$ cat src/rtl/alias_bridge_pkg.sv
package alias_bridge_pkg;
  localparam int DW    = 32;
  localparam int IDX_W = 5;

  localparam logic [1:0] SZ_B = 2'd0;
  localparam logic [1:0] SZ_H = 2'd1;
  localparam logic [1:0] SZ_W = 2'd2;

  typedef enum logic [2:0] {
    WIN_DIR, WIN_SET, WIN_CLR, WIN_M4, WIN_M8, WIN_M16, WIN_NONE
  } win_e;

  typedef struct packed {
    logic [DW-1:0] m;
    logic [DW-1:0] d;
  } md_t;

  function automatic logic [DW-1:0] size_mask(input logic [1:0] sz);
    case (sz)
      SZ_B:    return 32'h0000_00FF;
      SZ_H:    return 32'h0000_FFFF;
      default: return 32'hFFFF_FFFF;
    endcase
  endfunction

  // Operand placed at its byte lane
  function automatic logic [DW-1:0] lane_place(input logic [1:0] sz,
                                               input logic [1:0] boff,
                                               input logic [DW-1:0] wd);
    return (wd & size_mask(sz)) << {boff, 3'b000};
  endfunction

  // Every write kind reduces to a (mask, data) pair
  function automatic md_t field_md(input win_e win, input logic [1:0] sz,
                                   input logic [2:0] off,
                                   input logic [DW-1:0] wd);
    md_t r;
    r.m = '0;
    r.d = '0;
    case (win)
      WIN_DIR: begin
        r.m = size_mask(sz) << {off[1:0], 3'b000};
        r.d = lane_place(sz, off[1:0], wd);
      end
      WIN_SET: begin
        r.m = lane_place(sz, off[1:0], wd);
        r.d = '1;
      end
      WIN_CLR: begin
        r.m = lane_place(sz, off[1:0], wd);
        r.d = '0;
      end
      WIN_M16: begin
        r.m = {16'h0, wd[31:16]} << {off[2], 4'b0000};
        r.d = {16'h0, wd[15:0]}  << {off[2], 4'b0000};
      end
      WIN_M8: begin
        r.m = {24'h0, wd[15:8]} << {off[2:1], 3'b000};
        r.d = {24'h0, wd[7:0]}  << {off[2:1], 3'b000};
      end
      WIN_M4: begin
        r.m = {28'h0, wd[7:4]} << {off[2:0], 2'b00};
        r.d = {28'h0, wd[3:0]} << {off[2:0], 2'b00};
      end
      default: ;
    endcase
    return r;
  endfunction

  function automatic logic [DW-1:0] merge_bits(input logic [DW-1:0] old,
                                               input md_t md);
    return (old & ~md.m) | (md.d & md.m);
  endfunction

  function automatic logic [DW-1:0] read_pick(input logic [1:0] sz,
                                              input logic [1:0] boff,
                                              input logic [DW-1:0] val);
    return (val >> {boff, 3'b000}) & size_mask(sz);
  endfunction
endpackage

$ cat src/rtl/alias_addr_decode.sv
module alias_addr_decode
  import alias_bridge_pkg::*;
#(
  parameter int AW   = 11,
  parameter int NREG = 8
) (
  input  logic [AW-1:0]    addr,
  input  logic [1:0]       size,
  input  logic             write,
  output win_e             win,
  output logic [IDX_W-1:0] idx,
  output logic [2:0]       off,
  output logic             err
);
  logic hi_ok;
  logic masked;
  logic align_ok;
  logic size_ok;

  generate
    if (AW > 11) begin : g_hi
      assign hi_ok = (addr[AW-1:11] == '0);
    end else begin : g_nohi
      assign hi_ok = 1'b1;
    end
  endgenerate

  always_comb begin
    case (addr[10:8])
      3'd0:    win = addr[7] ? WIN_SET : WIN_DIR;
      3'd1:    win = addr[7] ? WIN_NONE : WIN_CLR;
      3'd2:    win = WIN_M4;
      3'd3:    win = WIN_M8;
      3'd4:    win = WIN_M16;
      default: win = WIN_NONE;
    endcase
    if (!hi_ok) win = WIN_NONE;
  end

  assign masked = (win == WIN_M4) || (win == WIN_M8) || (win == WIN_M16);

  always_comb begin
    if (masked) begin
      idx = addr[7:3];
      off = addr[2:0];
    end else begin
      idx = addr[6:2];
      off = {1'b0, addr[1:0]};
    end
  end

  always_comb begin
    size_ok  = 1'b1;
    align_ok = 1'b1;
    case (win)
      WIN_M16: begin
        size_ok  = (size == SZ_W);
        align_ok = (off[1:0] == 2'b00);
      end
      WIN_M8: begin
        size_ok  = (size == SZ_H);
        align_ok = !off[0];
      end
      WIN_M4:  size_ok = (size == SZ_B);
      default: begin
        size_ok = (size != 2'd3);
        if (size == SZ_H) align_ok = !off[0];
        if (size == SZ_W) align_ok = (off[1:0] == 2'b00);
      end
    endcase
  end

  assign err = (win == WIN_NONE)
            || (int'(idx) >= NREG)
            || !size_ok
            || !align_ok
            || (!write && (win != WIN_DIR))
            || (!write && (size == SZ_W));
endmodule

$ cat src/rtl/alias_reg_bank.sv
module alias_reg_bank
  import alias_bridge_pkg::*;
#(
  parameter int NREG = 8
) (
  input  logic             clk,
  input  logic             rst_n,
  input  logic             we,
  input  logic [IDX_W-1:0] widx,
  input  logic [DW-1:0]    wval,
  input  logic [IDX_W-1:0] ridx,
  output logic [DW-1:0]    rval
);
  logic [DW-1:0] regs [NREG];

  generate
    for (genvar g = 0; g < NREG; g++) begin : g_reg
      always_ff @(posedge clk) begin
        if (!rst_n)                         regs[g] <= '0;
        else if (we && (int'(widx) == g))   regs[g] <= wval;
      end
    end
  endgenerate

  always_comb begin
    rval = '0;
    for (int i = 0; i < NREG; i++)
      if (int'(ridx) == i) rval = regs[i];
  end
endmodule

$ cat src/rtl/alias_rmw_bridge.sv
module alias_rmw_bridge
  import alias_bridge_pkg::*;
#(
  parameter int AW   = 11,
  parameter int NREG = 8
) (
  input  logic          clk,
  input  logic          rst_n,
  input  logic          bus_valid,
  input  logic          bus_write,
  input  logic [1:0]    bus_size,
  input  logic [AW-1:0] bus_addr,
  input  logic [31:0]   bus_wdata,
  output logic          bus_ready,
  output logic [31:0]   bus_rdata,
  output logic          bus_err
);
  typedef enum logic [1:0] {S_IDLE, S_RMW, S_RESP} st_e;

  st_e              state;
  win_e             dec_win;
  logic [IDX_W-1:0] dec_idx;
  logic [2:0]       dec_off;
  logic             dec_err;
  md_t              cur_md, hold_md;
  logic [IDX_W-1:0] hold_idx;
  logic [DW-1:0]    old_q, rval, wval, rdata_q;
  logic             err_q;

  // Named events for the checker
  logic             acc_fire, rmw_start, dir_write, wr_en;
  logic [IDX_W-1:0] wr_idx;

  alias_addr_decode #(.AW(AW), .NREG(NREG)) u_dec (
    .addr (bus_addr),
    .size (bus_size),
    .write(bus_write),
    .win  (dec_win),
    .idx  (dec_idx),
    .off  (dec_off),
    .err  (dec_err)
  );

  assign cur_md    = field_md(dec_win, bus_size, dec_off, bus_wdata);
  assign acc_fire  = (state == S_IDLE) && bus_valid;
  assign dir_write = acc_fire && !dec_err && bus_write && (dec_win == WIN_DIR);
  assign rmw_start = acc_fire && !dec_err && bus_write && (dec_win != WIN_DIR);
  assign wr_en     = dir_write || (state == S_RMW);
  assign wr_idx    = (state == S_RMW) ? hold_idx : dec_idx;
  assign wval      = (state == S_RMW) ? merge_bits(old_q, hold_md)
                                      : merge_bits(rval, cur_md);

  alias_reg_bank #(.NREG(NREG)) u_bank (
    .clk  (clk),
    .rst_n(rst_n),
    .we   (wr_en),
    .widx (wr_idx),
    .wval (wval),
    .ridx (dec_idx),
    .rval (rval)
  );

  always_ff @(posedge clk) begin
    if (!rst_n) begin
      state    <= S_IDLE;
      err_q    <= 1'b0;
      rdata_q  <= '0;
      old_q    <= '0;
      hold_idx <= '0;
      hold_md  <= '0;
    end else begin
      case (state)
        S_IDLE: if (acc_fire) begin
          err_q   <= dec_err;
          rdata_q <= '0;
          if (dec_err) begin
            state <= S_RESP;
          end else if (!bus_write) begin
            rdata_q <= read_pick(bus_size, dec_off[1:0], rval);
            state   <= S_RESP;
          end else if (dec_win == WIN_DIR) begin
            state <= S_RESP;
          end else begin
            old_q    <= rval;
            hold_idx <= dec_idx;
            hold_md  <= cur_md;
            state    <= S_RMW;
          end
        end
        S_RMW:   state <= S_RESP;
        default: state <= S_IDLE;
      endcase
    end
  end

  assign bus_ready = (state == S_RESP);
  assign bus_err   = bus_ready && err_q;
  assign bus_rdata = bus_ready ? rdata_q : '0;
endmodule

$ cat config.mk
export PLATFORM = sky130hd
export DESIGN_NAME = alias_rmw_bridge
export DESIGN_NICKNAME = d
export VERILOG_FILES = /design/src/rtl/alias_bridge_pkg.sv /design/src/rtl/alias_addr_decode.sv /design/src/rtl/alias_reg_bank.sv /design/src/rtl/alias_rmw_bridge.sv
export SDC_FILE = /design/constraint.sdc
export NUM_CORES = 1
export LEC_CHECK = 0
export ABC_AREA = 1
export ABC_CLOCK_PERIOD_IN_PS = 5290
export CORE_MARGIN = 4
export CORE_UTILIZATION = 30
export CTS_BUF_LIST = sky130_fd_sc_hd__clkbuf_4 sky130_fd_sc_hd__clkbuf_8
export CTS_CLUSTER_SIZE = 28
export DETAILED_ROUTE_END_ITERATION = 10
export HOLD_SLACK_MARGIN = 0.1
export PLACE_DENSITY_LB_ADDON = 0.15
export SYNTH_ARGS = -nofsm -noshare
export SYNTH_HDL_FRONTEND = slang
export SYNTH_SLANG_ARGS = --single-unit
$ cat constraint.sdc
create_clock -name clk -period 5.29 [get_ports clk]
set_input_delay 0.529 -clock clk [delete_from_list [all_inputs] [get_ports clk]]
set_output_delay 0.529 -clock clk [all_outputs]
set_load 0.02 [all_outputs]
==> Flow_metrics.wiki, run 1 <==
{| class="wikitable"
! Metric !! Value
|-
| Number of different library cells in the post-synthesis netlist || 55
|-
| Post-synth top area cell || sky130_fd_sc_hd__edfxtp_1
|-
| Number of design rule violations left after detail routing || 0
|-
| Number of warnings reported in the yosys synthesis log || 0
|-
| WP data required || 5.66 ns
|-
| Synth Area in Compound Gates || 16.7%
|-
| Number of violations of the max-capacitance limit || 0
|-
| Layout fillers || around 6800
|-
| Ratio of final minimum period to clock period || between 60% and 70%
|-
| Standby leakage power || about 8.6 nW
|-
| Post-cts resize count || 0
|-
| Yosys top cell area share || just under 40%
|-
| Final weighted congestion of routability-driven global placement || between 0.9 and 1
|-
| Final critical path time including I/O delays and setup || ~3.7 ns
|-
| Drt initial violations || roughly 1300
|-
| VDD IR-drop max || approximately 0.15 mV
|-
| Die Outline Area || approximately 70000 sq um
|-
| Max clock buf depth || 3
|-
| Worst Path Arrival || about 4 ns
|-
| Crit-path max FO || 9
|-
| Cell area power density || roughly 300 nW/um^2
|-
| Synth Area per Inst || approximately 8.3 sq um
|-
| First-pass iteration count of the detailed router || 5
|-
| Commonest cells after routing, fill and taps aside || sky130_fd_sc_hd__nand2_1 (462), sky130_fd_sc_hd__nor2_1 (317), sky130_fd_sc_hd__edfxtp_1 (256), sky130_fd_sc_hd__a21oi_1 (242), sky130_fd_sc_hd__inv_1 (225)
|-
| GRT Overall Usage || between 20% and 30%
|-
| Post-DP HPWL || between 50000 and 60000 um
|-
| Worst hold slack || between 0.4 and 0.5 ns
|-
| Io pins || 83
|-
| GR Overflow Total || 0
|-
| Xor and xnor fraction of the mapped netlist area || 0%
|-
| Starting Density || a little under a third
|-
| Netlist Area Pre-Place || a little under 20000 sq um
|-
| End of the worst hold path || rdata_q[25]$_SDFFE_PN0P_
|-
| Pin count of the biggest net entering global routing || 128
|-
| Area fraction in and, or, nand and nor cells after synthesis || between 20% and 30%
|-
| Final Hold Violating Endpoints || 0
|-
| Layout cells sized above 1 || roughly an eighth
|-
| Placeable core region || around 65000 sq um
|-
| Adder-cell area share of the yosys netlist || 0%
|-
| Seq cells post-synth || 392
|-
| R2R Path Start || state[1]$_SDFFE_PN0P_
|-
| Via count of the routed design || 17600
|-
| Class of the tightest hold or removal check || flip-flop to flip-flop
|-
| Worst-case setup margin in the final layout || 1.60 ns
|-
| Final Setup Violations || 0
|-
| Cells after synthesis || 2394
|-
| Vias in the first global route || approximately 17000
|-
| Worst slew margin relative to its limit || 26.8%
|-
| Placement row count || between 90 and 100
|-
| First-pass GRT wire length || ~110000 um
|-
| TritonCTS clock tree || built
|-
| Hold depth || 2
|-
| Number of buffers inserted by hold repair at cts || 0
|-
| Area used by multi-input combinational logic || around 8000 sq um
|-
| Mux cell area share after synthesis || less than 1%
|-
| Worst-skew pair later-pin latency || 0.65 ns
|-
| Number of antenna violations at the first check in global routing || 0
|-
| Diode count || 0
|-
| Highest Clock Rate || 271 MHz
|-
| Run status || completed
|-
| Post-CTS setup buffer count || 0
|-
| Capturing element type of the critical path || flip-flop
|-
| Worst slew pin tran || 1.09 ns
|-
| Main combinational cell family by area after synthesis || simple AND/OR/NAND/NOR gates
|-
| Endpoint of the most critical register-to-register path || u_bank.regs[0][39]$_SDFFCE_PN0P_
|-
| Count of cells along the worst register-to-register path || 9
|-
| Routed wire length per instance || approximately 22 um
|-
| Setup slack of the worst register-to-register path || 2.23 ns
|-
| Commonest non-fill, non-tap cell in the layout || sky130_fd_sc_hd__nand2_1
|-
| Worst Clk Skew || approximately 0.034 ns
|-
| Setup repair after global routing missed its margin || no
|-
| Placement-stage worst setup slack || about 1 ns
|-
| Main area contributors after synthesis || sky130_fd_sc_hd__edfxtp_1 (39%), sky130_fd_sc_hd__dfxtp_1 (14%), sky130_fd_sc_hd__nand2_1 (8.8%), sky130_fd_sc_hd__a21oi_1 (6.1%), sky130_fd_sc_hd__nor2_1 (6.0%)
|-
| Inserted Clock Buffers || a little over 70
|-
| Total wire length after detailed routing || 76000 um
|-
| Number of port buffers || around 80
|-
| Setup_tns || 0 ns
|-
| Area delta synth->final || 17.1%
|-
| Worst Hold Launch || rdata_q[25]$_SDFFE_PN0P_
|-
| Sequential share of the synthesized area || a little over half
|-
| Number of nets with antenna violations after routing || 0
|-
| Category of the most critical setup path || input port to flip-flop
|-
| Cell at the root of the clock tree || sky130_fd_sc_hd__clkbuf_8
|-
| Startpoint type of the worst setup path || input port
|-
| Overall die height || between 200 and 300 um
|-
| DR vias/cell || slightly above 5
|-
| FF/Latch Area || approximately 10000 sq um
|-
| Depth of the CTS H-tree || 3
|-
| Reg clk slew, reported paths || 0.06 ns
|-
| Final max-slew violation count || 0
|-
| Number of sinks handled by clock tree synthesis || 392
|-
| Post-synth net total || between 2000 and 2500
|-
| Die Wd || 265 um
|-
| Final net count || roughly 2500
|}
[worst max-delay path, cell delays in order]
cell,delay [ns]
sky130_fd_sc_hd__clkdlybuf4s50_1,0.58
sky130_fd_sc_hd__inv_1,0.12
sky130_fd_sc_hd__nor2_1,0.50
sky130_fd_sc_hd__clkinv_1,0.56
sky130_fd_sc_hd__a211oi_1,0.39
sky130_fd_sc_hd__a21oi_1,0.08
sky130_fd_sc_hd__o21ai_0,0.58
sky130_fd_sc_hd__mux2i_1,0.18
sky130_fd_sc_hd__a21oi_2,0.45
sky130_fd_sc_hd__nor2_1,0.08
[sequential cells by signal, summed over array words and instances, names as in the netlist]
signal       cells
hold_md         64
old_q           32
err_q            1
u_bank.regs    256
hold_idx         5
state            2
rdata_q         32
[worst max path at each step]
stage / start / to / slack [ns] / cells after the start
global route: bus_addr[9] / u_bank.regs[0][55]$_SDFFCE_PN0P_ / 1.40 / 17
global placement: bus_addr[1] / u_bank.regs[0][55]$_SDFFCE_PN0P_ / 0.89 / 11
CTS: bus_addr[9] / u_bank.regs[0][55]$_SDFFCE_PN0P_ / 1.62 / 13
finish: bus_size[1] / u_bank.regs[0][59]$_SDFFCE_PN0P_ / 1.60 / 10
detailed placement: bus_addr[9] / u_bank.regs[0][55]$_SDFFCE_PN0P_ / 0.97 / 17
floorplan: bus_addr[9] / u_bank.regs[1][0]$_SDFFCE_PN0P_ / 2.17 / 14
[report_power, final]
group          switching [mW]  total [mW]  internal [mW]
clock                    1.31        2.91           1.60
sequential             0.0198        3.34           3.32
combinational           0.549       0.737          0.188
total                    1.88        6.99           5.11
[cells in the mapped netlist, drive strengths merged]
master	count
o221ai	12
nand2	478
a221o	1
nor3b	1
buf	38
o21a	1
dfxtp	136
o21ai	212
o32ai	4
nand4	39
and3	1
o41ai	1
nand3	131
a221oi	14
o311ai	2
a22oi	12
o211ai	13
nor3	22
nor2	362
a21boi	17
a31oi	2
and2	1
o21bai	7
mux2i	6
o22ai	12
clkbuf	92
inv	230
a211oi	6
nand3b	1
o31ai	1
or2	29
a21oi	248
o2111ai	1
edfxtp	256
clkinv	5
[routing by layer]
| layer | routed length (um) | share of wire, % | track usage, % |
|---|---|---|---|
| met3 | 4130 | 5.4 | 2.97 |
| met2 | 35100 | 46 | 34.2 |
| met5 | 0 | 0 | 0 |
| met4 | 3110 | 4.1 | 8.54 |
| met1 | 33700 | 44 | 28.8 |
[area by class of cell]
type                            count  area share (%)
Multi-Input combinational cell   1637            34.5
Timing Repair Buffer              148            6.17
Inverter                          235            3.80
Clock buffer                      105            5.71
Tap cell                          855            4.61
Sequential cell                   392            44.8
Clock inverter                     14           0.377
[kinds of logic after synthesis]
logic type | after synthesis
compound gates | 566
flops | 392
buf+inv | 365
mux | 6
simple gates | 1065
[stage by stage]
step / cell area, sq um / utilization (%) / power, mW / std cells
final: 23200 / 35.8 / 6.99 / 3386
after global routing: 23200 / 35.8 / 7.27 / 3386
after CTS: 23200 / 35.8 / 7.07 / 3386
after detailed placement: 21800 / 33.6 / 4.14 / 3267
after global placement: 21800 / 33.6 / 4.14 / 3267
after floorplan: 19800 / - / 3.80 / 2394
(Power assumes the default switching activity.)
==> inputs of run 2 (changes only) <==
--- a/config.mk
+++ b/config.mk
@@ -6,7 +6,7 @@
 export NUM_CORES = 1
 export LEC_CHECK = 0
 export ABC_AREA = 1
-export ABC_CLOCK_PERIOD_IN_PS = 5290
+export ABC_CLOCK_PERIOD_IN_PS = 3100
 export CORE_MARGIN = 4
 export CORE_UTILIZATION = 30
 export CTS_BUF_LIST = sky130_fd_sc_hd__clkbuf_4 sky130_fd_sc_hd__clkbuf_8
==> constraint.sdc (replaced) <==
create_clock -name clk -period 3.1 [get_ports clk]
set_input_delay 0.31 -clock clk [delete_from_list [all_inputs] [get_ports clk]]
set_output_delay 0.31 -clock clk [all_outputs]
set_load 0.02 [all_outputs]
==> run 2 against run 1 <==
Compared with the run above: die area is the same; clock power grew 67%; non-clock buffer count grew 255; core utilization grew 4.0 points; worst setup slack lost 1.5 ns; total power grew 75%; worst hold slack lost 0.021 ns; clock-buffer cell count shrank 2; critical path depth grew 6; cell area grew 11%; largest power group unchanged.
==> Flow_metrics.wiki, run 2 (synthesis gave the netlist of run 1 again) <==
{| class="wikitable"
! Metric !! Value
|-
| Critical-path top delay cell || sky130_fd_sc_hd__a221oi_1
|-
| GRT Overall Usage || 21.5% (+0.26 points)
|-
| Reg clk slew, reported paths || 0.06 ns (about the same)
|-
| Setup repair after global routing missed its margin || no
|-
| Final Setup Violations || 0 (unchanged)
|-
| Number of violations of the max-capacitance limit || 0 (unchanged)
|-
| Final critical path time including I/O delays and setup || 2.98 ns
|-
| Die Outline Area || 70300 sq um (unchanged)
|-
| Finished Layout Cells || 3648 (+7.7%)
|-
| Post-layout util || 39.7% (+4.0 points)
|-
| TritonCTS clock tree || built
|-
| Commonest non-fill, non-tap cell in the layout || sky130_fd_sc_hd__nand2_1
|-
| Number of sinks handled by clock tree synthesis || 392 (unchanged)
|-
| Commonest cells after routing, fill and taps aside || sky130_fd_sc_hd__nand2_1 (456), sky130_fd_sc_hd__nor2_1 (316), sky130_fd_sc_hd__buf_4 (259), sky130_fd_sc_hd__edfxtp_1 (256), sky130_fd_sc_hd__a21oi_1 (242)
|-
| CP peak stage delay || 0.55 ns (-0.03 ns)
|-
| Startpoint type of the worst setup path || input port
|-
| DR vias/cell || 5.02 (-3.2%)
|-
| Depth of the CTS H-tree || 3 (unchanged)
|-
| Register ranked first by flip-flop count || u_bank.regs
|-
| Placed Instances || 3520 (+7.7%)
|-
| Final net count || 2790 (+10%)
|-
| First-pass iteration count of the detailed router || 5 (unchanged)
|-
| Worst hold slack || 0.424 ns (-0.0208 ns)
|-
| Number of design rule violations left after detail routing || 0 (unchanged)
|-
| Inserted Clock Buffers || 72 (unchanged)
|-
| Layout cells sized above 1 || 20.1% (+8.3 points)
|-
| Final weighted congestion of routability-driven global placement || 0.909 (-5.3%)
|-
| Worst Clk Skew || 0.0359 ns (+0.00209 ns)
|-
| Cell at the root of the clock tree || sky130_fd_sc_hd__clkbuf_8
|-
| Largest registers || u_bank.regs x256, hold_md x64
|-
| Area delta synth->final || 30.1%
|-
| Capturing element type of the critical path || flip-flop
|-
| Standby leakage power || 10.0 nW (+17%)
|-
| Kind of cell adding the most delay to the critical path || buffers and inverters
|-
| Worst-skew pair later-pin latency || 0.63 ns (-0.02 ns)
|-
| Pin count of the biggest net entering global routing || 78 (-39%)
|-
| WP data required || 3.48 ns (-2.18 ns)
|-
| Class of the tightest hold or removal check || input port to flip-flop
|-
| VDD IR-drop max || 0.216 mV (+47%)
|-
| Hold depth || 3 (+1)
|-
| Cell area power density || 473 nW/um^2 (+57%)
|-
| Worst Path Arrival || 3.37 ns (-0.70 ns)
|-
| Drt initial violations || 1476 (+13%)
|-
| Ratio of final minimum period to clock period || between 90% and 100%
|-
| Overall die height || 265 um (unchanged)
|-
| Placeable core region || 64900 sq um (unchanged)
|-
| Via count of the routed design || 18300 (+4.3%)
|-
| First-pass GRT wire length || 114000 um (+1.3%)
|-
| Count of cells along the worst register-to-register path || 9 (unchanged)
|-
| Io pins || 83 (unchanged)
|-
| Worst slew pin tran || 0.936 ns (-0.158 ns)
|-
| Post-DP HPWL || 53600 um (+5.1%)
|-
| Total wire length after detailed routing || 77700 um (+2.2%)
|-
| Routed wire length per instance || 21.3 um (-5.1%)
|-
| Max clock buf depth || 3 (unchanged)
|-
| Vias in the first global route || 17900 (+5.1%)
|-
| Diode count || 0 (unchanged)
|-
| Crit-path max FO || 15 (+6)
|-
| Cell repeated most along the worst path || sky130_fd_sc_hd__buf_4
|-
| Cell depth of the worst setup path || 16 (+6)
|-
| Critical-path cell list || clkdlybuf4s50_1 -> nor2_4 -> nand2_4 -> buf_4 -> inv_1 -> buf_12 -> nor2_1 -> buf_4 -> o32ai_1 -> a221oi_1 -> buf_4 -> a21oi_1 -> o21ai_1 -> a21boi_4 -> buf_12 -> nor2_2
|-
| Number of port buffers || 82 (unchanged)
|-
| GR Overflow Total || 0 (unchanged)
|-
| Flip-flop count of the largest register, all copies and words added || 256 (unchanged)
|-
| Count of buffer and inverter cells on the critical path || 7 (+4)
|-
| Run status || completed
|-
| Starting Density || 30.5% (unchanged)
|-
| Worst slew margin relative to its limit || 36.9% (+10 points)
|-
| Highest Clock Rate || 335 MHz
|-
| Die Wd || 265 um (unchanged)
|-
| Category of the most critical setup path || input port to flip-flop
|-
| Placement row count || 93 (unchanged)
|-
| Number of nets with antenna violations after routing || 0 (unchanged)
|-
| Final max-slew violation count || 0 (unchanged)
|-
| Final Hold Violating Endpoints || 0 (unchanged)
|-
| Number of antenna violations at the first check in global routing || 0 (unchanged)
|}
-- run 2: cell count changes in the layout (fill, tap and decap cells not counted), moves of 3 or more --
cell                       before  now
sky130_fd_sc_hd__clkbuf_4      19   27
sky130_fd_sc_hd__clkbuf_8      86   76
sky130_fd_sc_hd__nand2_2       12   17
sky130_fd_sc_hd__buf_4         56  259
sky130_fd_sc_hd__clkinv_2       5    8
sky130_fd_sc_hd__nand2_1      462  456
sky130_fd_sc_hd__clkinv_1       8   16
sky130_fd_sc_hd__buf_12        10   60
-- run 2: final timing paths --
check | slack [ns] | endpoint | start
worst max-delay path | 0.12 | u_bank.regs[0][38]$_SDFFCE_PN0P_ | bus_addr[8]
worst min-delay path | 0.42 | state[1]$_SDFFE_PN0P_ | bus_valid
worst max register to register | 0.49 | u_bank.regs[1][43]$_SDFFCE_PN0P_ | state[0]$_SDFFE_PN0P_
worst min register to register | 0.44 | hold_idx[3]$_SDFFE_PN0P_ | hold_idx[3]$_SDFFE_PN0P_
-- run 2: what timing repair did --
action                     CTS  global route
buffers inserted             0             0
hold buffers                 0             0
gates resized for setup      1            12
setup endpoints to repair   50           446
cloned                       0             2
-- run 2: final cells by class --
type | instances | area [sq um]
sequential | 392 | 10400
clock inverter | 23 | 123
fill | 6599 | 39100
timing repair buffer | 403 | 4010
inverter | 235 | 882
multi-input combinational | 1637 | 8050
clock buffer | 103 | 1250
tap | 855 | 1070
-- run 2: per-layer routing --
layer,track usage [%],vias up,part of all wire [%]
met5,0,-,0
met4,9.48,0,4.2
met3,3.05,128,5.3
met2,34.5,602,46
met1,28.9,8797,44
li1,-,8784,-
-- run 2: per-stage QoR --
step                setup TNS (ns)  worst slack [ns]  instance area, sq um  total power [mW]
global route                     0            0.0368                 25800              12.7
floorplan                        0             0.202                 19800              6.49
global placement           -295.12            -0.674                 24300              7.45
finish                           0             0.115                 25800              12.2
CTS                              0            0.0163                 25700              12.3
detailed placement         -321.13            -0.701                 24300              7.45
-- run 2: worst min-delay path, stage by stage --
cell and delay (ns):
sky130_fd_sc_hd__clkdlybuf4s50_1 0.47, sky130_fd_sc_hd__a21oi_1 0.17, sky130_fd_sc_hd__nor3_1 0.05
-- run 2: power by group --
group	total [mW]	internal (mW)	leakage, nW	switching, mW
logic	1.66	0.649	5.57	1.01
registers	5.70	5.67	3.74	0.0349
clock network	4.85	2.60	0.737	2.25
==> inputs of run 3 (changes only) <==
--- a/config.mk
+++ b/config.mk
@@ -12,6 +12,7 @@
 export CTS_BUF_LIST = sky130_fd_sc_hd__clkbuf_4 sky130_fd_sc_hd__clkbuf_8
 export CTS_CLUSTER_SIZE = 28
 export DETAILED_ROUTE_END_ITERATION = 10
+export GPL_TIMING_DRIVEN = 0
 export HOLD_SLACK_MARGIN = 0.1
 export PLACE_DENSITY_LB_ADDON = 0.15
 export SYNTH_ARGS = -nofsm -noshare
==> run 3 against run 2 <==
Compared with the run above: sequential power is essentially flat; first-iteration DRC count grew 4.6%; die area is the same; largest power group unchanged.
==> Flow_metrics.wiki, run 3 (synthesis gave the netlist of run 1 again) <==
{| class="wikitable"
! Metric !! Value
|-
| VDD IR-drop max || 0.312 mV (+44%)
|-
| Layout fillers || 6747 (+2.2%)
|-
| DR vias/cell || 5.15 (+2.5%)
|-
| Placed Instances || 3333 (-5.3%)
|-
| Run status || completed
|-
| Category of the most critical setup path || input port to flip-flop
|-
| Routed wire length per instance || 23.0 um (+7.9%)
|-
| WP data required || 3.58 ns (+0.10 ns)
|-
| Reg clk slew, reported paths || 0.06 ns (about the same)
|-
| Cell at the root of the clock tree || sky130_fd_sc_hd__clkbuf_8
|-
| FF/Latch Area || 10400 sq um (unchanged)
|-
| Setup_tns || 0 ns (unchanged)
|-
| GRT Overall Usage || 22.3% (+0.89 points)
|-
| Area post-placement || 21800 sq um (-10%)
|-
| Register ranked first by flip-flop count || u_bank.regs
|-
| Setup slack of the worst register-to-register path || 0.23 ns (-0.26 ns)
|-
| Vias in the first global route || 17600 (-1.7%)
|-
| Final max-slew violation count || 0 (unchanged)
|-
| Worst slew pin tran || 0.929 ns (-0.00715 ns)
|-
| Cell repeated most along the worst path || sky130_fd_sc_hd__nand2_1
|-
| Layout cells sized above 1 || 15.9% (-4.2 points)
|-
| Commonest non-fill, non-tap cell in the layout || sky130_fd_sc_hd__nand2_1
|-
| Final net count || 2672 (-4.2%)
|-
| Post-route design area || 24700 sq um (-4.2%)
|-
| Max clock buf depth || 3 (unchanged)
|-
| Final critical path time including I/O delays and setup || 3.04 ns (+0.0538 ns)
|-
| Standby leakage power || 9.26 nW (-7.8%)
|-
| Pin count of the biggest net entering global routing || 23 (-71%)
|-
| Number of port buffers || 81 (-1.2%)
|-
| Depth of the CTS H-tree || 3 (unchanged)
|-
| Area delta synth->final || 24.6%
|-
| Via count of the routed design || 18200 (-0.78%)
|-
| Number of violations of the max-capacitance limit || 0 (unchanged)
|-
| Highest Clock Rate || 329 MHz (-1.8%)
|-
| Count of buffer and inverter cells on the critical path || 2 (-5)
|-
| Drt initial violations || 1544 (+4.6%)
|-
| Overall die height || 265 um (unchanged)
|-
| Placeable core region || 64900 sq um (unchanged)
|-
| Number of nets with antenna violations after routing || 0 (unchanged)
|-
| Critical-path cell list || clkdlybuf4s50_1 -> nor2_4 -> nand2_1 -> o211ai_1 -> nand4_1 -> nand2_1 -> nand2_1 -> nor2_4 -> nand2_2 -> o21ai_4 -> nand4_1 -> clkbuf_1 -> a21oi_1
|-
| Area used by multi-input combinational logic || 8590 sq um (+6.8%)
|-
| Worst-case setup margin in the final layout || 0.0617 ns (-0.0538 ns)
|-
| Ratio of final minimum period to clock period || 98.0% (+1.7 points)
|-
| Flip-flop count of the largest register, all copies and words added || 256 (unchanged)
|-
| GR Overflow Total || 0 (unchanged)
|-
| First-pass GRT wire length || 118000 um (+3.3%)
|-
| Number of antenna violations at the first check in global routing || 2 (+2)
|-
| Number of design rule violations left after detail routing || 0 (unchanged)
|-
| Total wire length after detailed routing || 81100 um (+4.4%)
|-
| Io pins || 83 (unchanged)
|-
| Cell area power density || 501 nW/um^2 (+5.9%)
|-
| TritonCTS clock tree || built
|-
| Startpoint type of the worst setup path || input port
|-
| Placement-stage worst setup slack || -1.74 ns (-1.04 ns)
|-
| Capturing element type of the critical path || flip-flop
|-
| Crit-path max FO || 10 (-5)
|-
| Worst-skew pair later-pin latency || 0.67 ns (+0.04 ns)
|-
| Final Hold Violating Endpoints || 0 (unchanged)
|-
| Placement row count || 93 (unchanged)
|-
| Post-DP HPWL || 61200 um (+14%)
|-
| CP peak stage delay || 0.56 ns (about the same)
|-
| Worst slew margin relative to its limit || 37.6% (+0.72 points)
|-
| Worst Clk Skew || 0.0379 ns (+0.00205 ns)
|-
| Largest registers || u_bank.regs x256, hold_md x64
|-
| First-pass iteration count of the detailed router || 5 (unchanged)
|-
| Finished Layout Cells || 3531 (-3.2%)
|-
| Kind of cell adding the most delay to the critical path || simple AND/OR/NAND/NOR gates
|-
| Final Setup Violations || 0 (unchanged)
|-
| Number of sinks handled by clock tree synthesis || 392 (unchanged)
|-
| Die Wd || 265 um (unchanged)
|-
| Commonest cells after routing, fill and taps aside || sky130_fd_sc_hd__nand2_1 (445), sky130_fd_sc_hd__nor2_1 (306), sky130_fd_sc_hd__edfxtp_1 (256), sky130_fd_sc_hd__a21oi_1 (241), sky130_fd_sc_hd__inv_1 (223)
|-
| Starting Density || 30.5% (unchanged)
|-
| Power Total || 12.4 mW (+1.4%)
|-
| Class of the tightest hold or removal check || input port to flip-flop
|-
| Inserted Clock Buffers || 73 (+1.4%)
|-
| Final weighted congestion of routability-driven global placement || 0.930 (+2.3%)
|-
| Worst Path Arrival || 3.52 ns (+0.15 ns)
|-
| Die Outline Area || 70300 sq um (unchanged)
|-
| Critical-path top delay cell || sky130_fd_sc_hd__clkdlybuf4s50_1
|}
==> run 3: worst paths after layout <==
kind,from,endpoint,cells after the start
worst min-delay path,rst_n,u_bank.regs[1][3]$_SDFFCE_PN0P_,3
worst min register to register,rdata_q[16]$_SDFFE_PN0P_,rdata_q[16]$_SDFFE_PN0P_,2
worst max register to register,state[0]$_SDFFE_PN0P_,u_bank.regs[0][125]$_SDFFCE_PN0P_,10
worst max-delay path,bus_size[0],u_bank.regs[0][125]$_SDFFCE_PN0P_,13
==> run 3: report_power, final <==
| part | switching (mW) | leakage [nW] | internal (mW) |
|---|---|---|---|
| clock network | 2.29 | 0.770 | 2.81 |
| logic | 1.07 | 4.76 | 0.509 |
| registers | 0.0332 | 3.74 | 5.67 |
==> run 3: per-stage QoR <==
stage / hold WS [ns] / util [%]
3_3_place_gp: 0.432 / 33.4
6_report: 0.216 / 38.1
3_5_place_dp: 0.437 / 33.6
4_1_cts: 0.157 / 37.4
2_1_floorplan: 0.419 / -
5_1_grt: 0.194 / 38.1
==> run 3: area by class of cell <==
class | count | share of cell area [%]
flip-flops and latches | 392 | 42.1
multi-input cells | 1644 | 34.8
repair buffers | 149 | 6.85
clock buffers | 109 | 5.34
well taps | 855 | 4.33
inverters | 235 | 3.63
plain buffers | 128 | 2.39
clock inverters | 18 | 0.552
diodes | 1 | 0.0101
==> run 3: timing repair <==
item	4_1_cts	5_1_grt
hold buffers	0	0
pin swaps	18	18
setup endpoints to repair	606	620
resized for setup	114	51
gates cloned	6	1
setup buffers	44	21
==> run 3: worst min-delay path, delay by kind of cell <==
kind | cells | cell delay (ns)
buf+inv | 1 | 0.18
compound gates | 1 | 0.05
simple gates | 1 | 0.16
==> run 3: metal layers <==
layer | global-route usage [%] | wire length, um
met5 | 0 | 0
met4 | 8.68 | 3560
met3 | 3.72 | 4900
met1 | 29.2 | 35000
met2 | 37.3 | 37600
